--- src/rtl/cfe_pkg.sv ---
package cfe_pkg;

  localparam int unsigned COND_W = 4;
  localparam int unsigned N_COND = 2 ** COND_W;

  typedef struct packed {
    logic n;
    logic z;
    logic c;
    logic v;
  } flags_t;

  typedef enum logic [COND_W-1:0] {
    CC_EQ  = 4'd0,
    CC_NE  = 4'd1,
    CC_CS  = 4'd2,
    CC_CC  = 4'd3,
    CC_MI  = 4'd4,
    CC_PL  = 4'd5,
    CC_VS  = 4'd6,
    CC_VC  = 4'd7,
    CC_HI  = 4'd8,
    CC_LS  = 4'd9,
    CC_GE  = 4'd10,
    CC_LT  = 4'd11,
    CC_GT  = 4'd12,
    CC_LE  = 4'd13,
    CC_AL  = 4'd14,
    CC_RSV = 4'd15
  } cond_e;

  // Signed overflow of a + b_eff: equal input signs, different result sign.
  function automatic logic sign_ovf(input logic sa, input logic sb_eff, input logic sr);
    return (sa == sb_eff) && (sr != sa);
  endfunction

  // Evaluate one condition code against a flag set.
  function automatic logic cond_true(input cond_e cc, input flags_t f);
    logic r;
    unique case (cc)
      CC_EQ:   r = f.z;
      CC_NE:   r = !f.z;
      CC_CS:   r = f.c;
      CC_CC:   r = !f.c;
      CC_MI:   r = f.n;
      CC_PL:   r = !f.n;
      CC_VS:   r = f.v;
      CC_VC:   r = !f.v;
      CC_HI:   r = f.c && !f.z;
      CC_LS:   r = !(f.c && !f.z);
      CC_GE:   r = (f.n == f.v);
      CC_LT:   r = (f.n != f.v);
      CC_GT:   r = !f.z && (f.n == f.v);
      CC_LE:   r = f.z || (f.n != f.v);
      default: r = 1'b1;  // always and reserved
    endcase
    return r;
  endfunction

endpackage

--- src/rtl/cfe_arith.sv ---
module cfe_arith
  import cfe_pkg::*;
#(
  parameter int unsigned W = 32
) (
  input  logic [W-1:0] a_i,
  input  logic [W-1:0] b_i,
  input  logic         sub_i,
  output flags_t       flags_o
);

  localparam int unsigned MSB = W - 1;

  logic [W-1:0] b_eff;
  logic [W:0]   sum;

  // Subtract as a + ~b + 1 so carry out means "no borrow".
  assign b_eff = sub_i ? ~b_i : b_i;
  assign sum   = {1'b0, a_i} + {1'b0, b_eff} + {{W{1'b0}}, sub_i};

  assign flags_o.n = sum[MSB];
  assign flags_o.z = ~|sum[MSB:0];
  assign flags_o.c = sum[W];
  assign flags_o.v = sign_ovf(a_i[MSB], b_eff[MSB], sum[MSB]);

endmodule

--- src/rtl/cfe_flag_reg.sv ---
module cfe_flag_reg
  import cfe_pkg::*;
(
  input  logic   clk,
  input  logic   rst_n,
  input  logic   upd_en_i,
  input  flags_t d_i,
  output flags_t q_o
);

  always_ff @(posedge clk or negedge rst_n) begin
    if (!rst_n)        q_o <= '0;
    else if (upd_en_i) q_o <= d_i;
  end

  AST_RESET_CLEARS: assert property (@(posedge clk) !rst_n |=> q_o == '0);

  AST_HOLD_WITHOUT_UPDATE: assert property (@(posedge clk) disable iff (!rst_n)
    !upd_en_i |=> $stable(q_o));

  AST_LOAD_ON_UPDATE: assert property (@(posedge clk) disable iff (!rst_n)
    upd_en_i |=> q_o == $past(d_i));

endmodule

--- src/rtl/cfe_cond_eval.sv ---
module cfe_cond_eval
  import cfe_pkg::*;
(
  input  logic [COND_W-1:0] cond_i,
  input  flags_t            flags_i,
  output logic              take_o
);

  logic [N_COND-1:0] take_vec;

  // One evaluator per code; the code then selects among them.
  for (genvar k = 0; k < N_COND; k++) begin : g_code
    assign take_vec[k] = cond_true(cond_e'(COND_W'(k)), flags_i);
  end

  assign take_o = take_vec[cond_i];

endmodule

--- src/rtl/flag_cond_unit.sv ---
module flag_cond_unit
  import cfe_pkg::*;
#(
  parameter int unsigned W = 32
) (
  input  logic              clk,
  input  logic              rst_n,
  input  logic [W-1:0]      a_i,
  input  logic [W-1:0]      b_i,
  input  logic              op_sub_i,
  input  logic              upd_en_i,
  input  logic [COND_W-1:0] cond_i,
  output logic              flag_n_o,
  output logic              flag_z_o,
  output logic              flag_c_o,
  output logic              flag_v_o,
  output logic              take_o
);

  flags_t nxt_flags;
  flags_t cur_flags;

  cfe_arith #(.W(W)) u_arith (
    .a_i     (a_i),
    .b_i     (b_i),
    .sub_i   (op_sub_i),
    .flags_o (nxt_flags)
  );

  cfe_flag_reg u_flag_reg (
    .clk      (clk),
    .rst_n    (rst_n),
    .upd_en_i (upd_en_i),
    .d_i      (nxt_flags),
    .q_o      (cur_flags)
  );

  cfe_cond_eval u_cond (
    .cond_i  (cond_i),
    .flags_i (cur_flags),
    .take_o  (take_o)
  );

  assign flag_n_o = cur_flags.n;
  assign flag_z_o = cur_flags.z;
  assign flag_c_o = cur_flags.c;
  assign flag_v_o = cur_flags.v;

  AST_SUB_EQUAL_OPERANDS: assert property (@(posedge clk) disable iff (!rst_n)
    (upd_en_i && op_sub_i && (a_i == b_i)) |=> (flag_z_o && flag_c_o && !flag_n_o && !flag_v_o));

  AST_ADD_ZERO_OPERANDS: assert property (@(posedge clk) disable iff (!rst_n)
    (upd_en_i && !op_sub_i && (a_i == '0) && (b_i == '0)) |=> (flag_z_o && !flag_c_o && !flag_n_o && !flag_v_o));

  AST_ALWAYS_TAKEN: assert property (@(posedge clk) disable iff (!rst_n)
    (cond_i >= 4'd14) |-> take_o);

  AST_HIGHER_NEEDS_NONZERO: assert property (@(posedge clk) disable iff (!rst_n)
    ((cond_i == 4'd8) && flag_z_o) |-> !take_o);

  AST_GT_NEEDS_NONZERO: assert property (@(posedge clk) disable iff (!rst_n)
    ((cond_i == 4'd12) && flag_z_o) |-> !take_o);

endmodule

--- config.mk ---
export PLATFORM = sky130hd
export DESIGN_NAME = flag_cond_unit
export DESIGN_NICKNAME = d
export VERILOG_FILES = /design/src/rtl/cfe_pkg.sv /design/src/rtl/cfe_arith.sv /design/src/rtl/cfe_flag_reg.sv /design/src/rtl/cfe_cond_eval.sv /design/src/rtl/flag_cond_unit.sv
export SDC_FILE = /design/constraint.sdc
export NUM_CORES = 1
export LEC_CHECK = 0
export BUFFER_PORTS_ARGS = -buffer_cell sky130_fd_sc_hd__buf_4
export CELL_PAD_IN_SITES_DETAIL_PLACEMENT = 0
export CELL_PAD_IN_SITES_GLOBAL_PLACEMENT = 1
export CORE_ASPECT_RATIO = 0.75
export CORE_MARGIN = 2
export CORE_UTILIZATION = 34
export CTS_CLUSTER_DIAMETER = 150
export DETAILED_ROUTE_END_ITERATION = 16
export PLACE_DENSITY = 0.89
export SKIP_LAST_GASP = 1
export SLEW_MARGIN = 10
export SYNTH_ARGS = -nofsm -noshare
export SYNTH_HDL_FRONTEND = slang
export SYNTH_SLANG_ARGS = --single-unit
--- constraint.sdc ---
create_clock -name clk -period 1.3 [get_ports clk]
set_input_delay 0.13 -clock clk [delete_from_list [all_inputs] [get_ports clk]]
set_output_delay 0.13 -clock clk [all_outputs]
set_load 0.005 [all_outputs]
==> results.py <==
metrics = {
    "finish": {
        "stdcell_count": 667,
        "fillers": 647,
        "num-nets-final": 674,
        "final_common_cell": "buf_4",
        "seqCellArea_um2": 100,
        "largest_reg_flops": 4,
        "antenna_cells": 0,
        "multi_input_area_mm2": 0.00264,
        "mostFrequentLayoutCells": "buf_4 (208), xor2_1 (34), ha_1 (26)",
        "reg_top3": "u_flag_reg.q_o: 4 flops",
        "largest-register": "u_flag_reg.q_o",
        "drive_above_1_share_pct": 48.6,
        "utilization_pct": 64.4,
        "areaGrowthSynthToFinish_pct": 83.5,
    },
    "place": {
        "dp_hpwl_mm": 7.86,
        "pre_cts_ws_ns": -1.89,
        "gp_congestion": 0.947,
        "portBuffers": 76,
        "dp_cells": 645,
    },
    "setup_path": {
        "crit_chain": "buf_12 > buf_12 > xor2_1 > ha_1 > and3b_1 > nor4_1 > o2111ai_1 > a2111oi_4 > and4bb_1 > nand4_1 > nor4_2 > nand4b_1 > o32ai_2",
        "crit_family": "simple AND/OR/NAND/NOR gates",
        "cp_num_buf_inv": 2,
        "path_max_fanout": 6,
        "worstPathArrival_ns": 2.98,
        "required_ns": 1.42,
        "path_class": "in -> reg",
        "cpPeakStageDelay_ns": 0.39,
        "crit_path_frequent_cell": "buf_12",
        "cp-end-kind": "register",
        "rrSetupSlack_ns": 0.22,
        "critPathLaunchType": "input pin",
        "cp_slowest_cell": "ha_1",
    },
    "grt": {
        "overflow": 0,
        "grt_pass1_vias": 3414,
        "grt_max_degree": 9,
        "antenna_found_initial": 0,
        "grtUsageTotal_pct": 22.8,
        "grt_first_pass_wirelength_mm": 15.8,
    },
    "route": {
        "drcViolationCount": 0,
        "wire_per_inst_um": 14.8,
        "drt_iter0_markers": 252,
        "ant_nets": 0,
        "viasPerCell": 5.34,
        "drtPass1Iterations": 6,
        "wl_mm": 9.84,
        "via_count": 3564,
    },
    "synthesis": {
        "ys_types": 70,
        "synth.yosys.seq_area_share_pct": 3.87,
        "synth_seq_cells": 4,
        "synth_ff_type": "dfrtp_1",
        "synth_edf_count": 0,
        "ys_warn_count": 0,
        "synthArstFlopShare_pct": 100,
        "synthCells": 355,
        "syn-cell-area_mm2": 0.00258,
        "syn_nets": 461,
        "avgSynthCellArea_um2": 7.28,
    },
    "sta": {
        "fin_ws_ns": -1.56,
        "rsz0062_at_grt": "yes",
        "fmax_mhz": 350,
        "hold_slack_ns": 0.262,
        "relSlewSlack_pct": 60.3,
        "worstMarginPinSlew_ns": 0.589,
        "fin_crit_sh_pct": 220,
        "setup_viol_count_final": 5,
        "tns_ns": -5.43,
        "fin_worst_skew_ns": 0,
        "slew_viol_final": 0,
        "hold_viol_final": 0,
        "period_needed_ns": 2.86,
    },
    "die": {
        "core_area_mm2": 0.00736,
        "start_util_pct": 35.1,
        "io_pins": 77,
        "std_cell_rows": 27,
        "die_area_mm2": 0.00832,
        "die_width_um": 105,
        "die_h_um": 79.5,
    },
    "status": {
        "violations": "setup timing",
        "status": "finished, violations left",
    },
    "cts": {
        "cts_tree": "built",
        "cts_buffers": 3,
        "htreeDepth": 1,
        "cts.sinks": 4,
        "clockBufferDepth": 2,
        "path_clk_slew_ns": 0.03,
        "insertion_delay_ns": 0.21,
        "cts_root_buf": "clkbuf_8",
    },
    "power": {
        "p_leak_nw": 2.24,
        "ir_drop_v": 0.000368,
        "p_per_area_mw_per_mm2": 753,
    },
    "run": {
        "drv_cap": 0,
    },
    "worst_hold_path": {
        "hold_class": "in -> async",
    },
}
==> worst paths after layout <==
| kind | start | to | depth (start not counted) |
|---|---|---|---|
| setup / recovery | op_sub_i | u_flag_reg.q_o[2]$_DFFE_PN0P_ | 13 |
| hold / removal | rst_n | u_flag_reg.q_o[1]$_DFFE_PN0P_ | 2 |
| setup reg to reg | u_flag_reg.q_o[1]$_DFFE_PN0P_ | u_flag_reg.q_o[1]$_DFFE_PN0P_ | 3 |
| hold reg to reg | u_flag_reg.q_o[2]$_DFFE_PN0P_ | u_flag_reg.q_o[2]$_DFFE_PN0P_ | 3 |
| max in group asynchronous | rst_n | u_flag_reg.q_o[0]$_DFFE_PN0P_ | 2 |
| min in group clk | upd_en_i | u_flag_reg.q_o[3]$_DFFE_PN0P_ | 3 |
==> cell type report <==
cell class              count  area share (%)
repair buffers            222            37.6
inverters                  15            1.19
multi-input cells         322            55.5
flip-flops and latches      4            2.11
well taps                 101            2.66
clock buffers               3           0.870
==> through the flow <==
stage | power, W | cell area [µm²]
after floorplan | 0.00172 | 2750
after global routing | 0.00385 | 4740
after CTS | 0.00342 | 4620
after detailed placement | 0.00291 | 4260
final | 0.00357 | 4740
after global placement | 0.00284 | 4260
==> per-layer routing <==
metal  routed length [µm]  GRT usage (%)  up-vias  part of all wire [%]
li1                     -              -     1791                     -
met1                 4780           32.4     1621                    49
met2                 4470           38.9      142                    45
met3                  528           1.47       10                   5.4
met4                   57           3.20        0                  0.58
met5                    0              0        -                     0
==> cell usage after synthesis, types with 7 or more instances <==
| library cell | instances | area share [%] |
|---|---|---|
| a21o_1 | 10 | 2.9 |
| a21oi_1 | 34 | 6.6 |
| clkbuf_1 | 7 | 1.0 |
| ha_1 | 33 | 16 |
| inv_1 | 13 | 1.9 |
| nand2_1 | 23 | 3.3 |
| nand3_1 | 9 | 1.7 |
| nand4_1 | 9 | 2.2 |
| nor2_1 | 20 | 2.9 |
| o21ai_0 | 13 | 2.5 |
| o21ai_1 | 10 | 1.9 |
| xnor2_1 | 10 | 3.4 |
| xor2_1 | 36 | 12 |
==> cells by family after synthesis <==
kind of cell             count (synthesis)  synth area share (%)
AO/OA/AOI/OAI                          130                  34.6
AND/OR/NAND/NOR                        107                  22.3
XOR/XNOR                                46                  15.6
adder cells (fa/ha/maj)                 34                  16.7
buffers and inverters                   29                  4.41
multiplexers                             5                  2.52
flip-flops                               4                  3.87
==> report_power, final <==
group	switching, W	internal, W
Clock	0.0000581	0.000197
Combinational	0.00149	0.00167
Sequential	0.0000185	0.000146
Total	0.00156	0.00201
==> what timing repair did <==
action	4_1_cts	5_1_grt
cloned	2	0
setup buffers	12	4
endpoints found under the hold margin	4	0
gates resized for setup	39	16
pin swaps	37	14
setup endpoints to repair	5	5
hold buffers	1	0
Power figures use the tool's default switching activity.
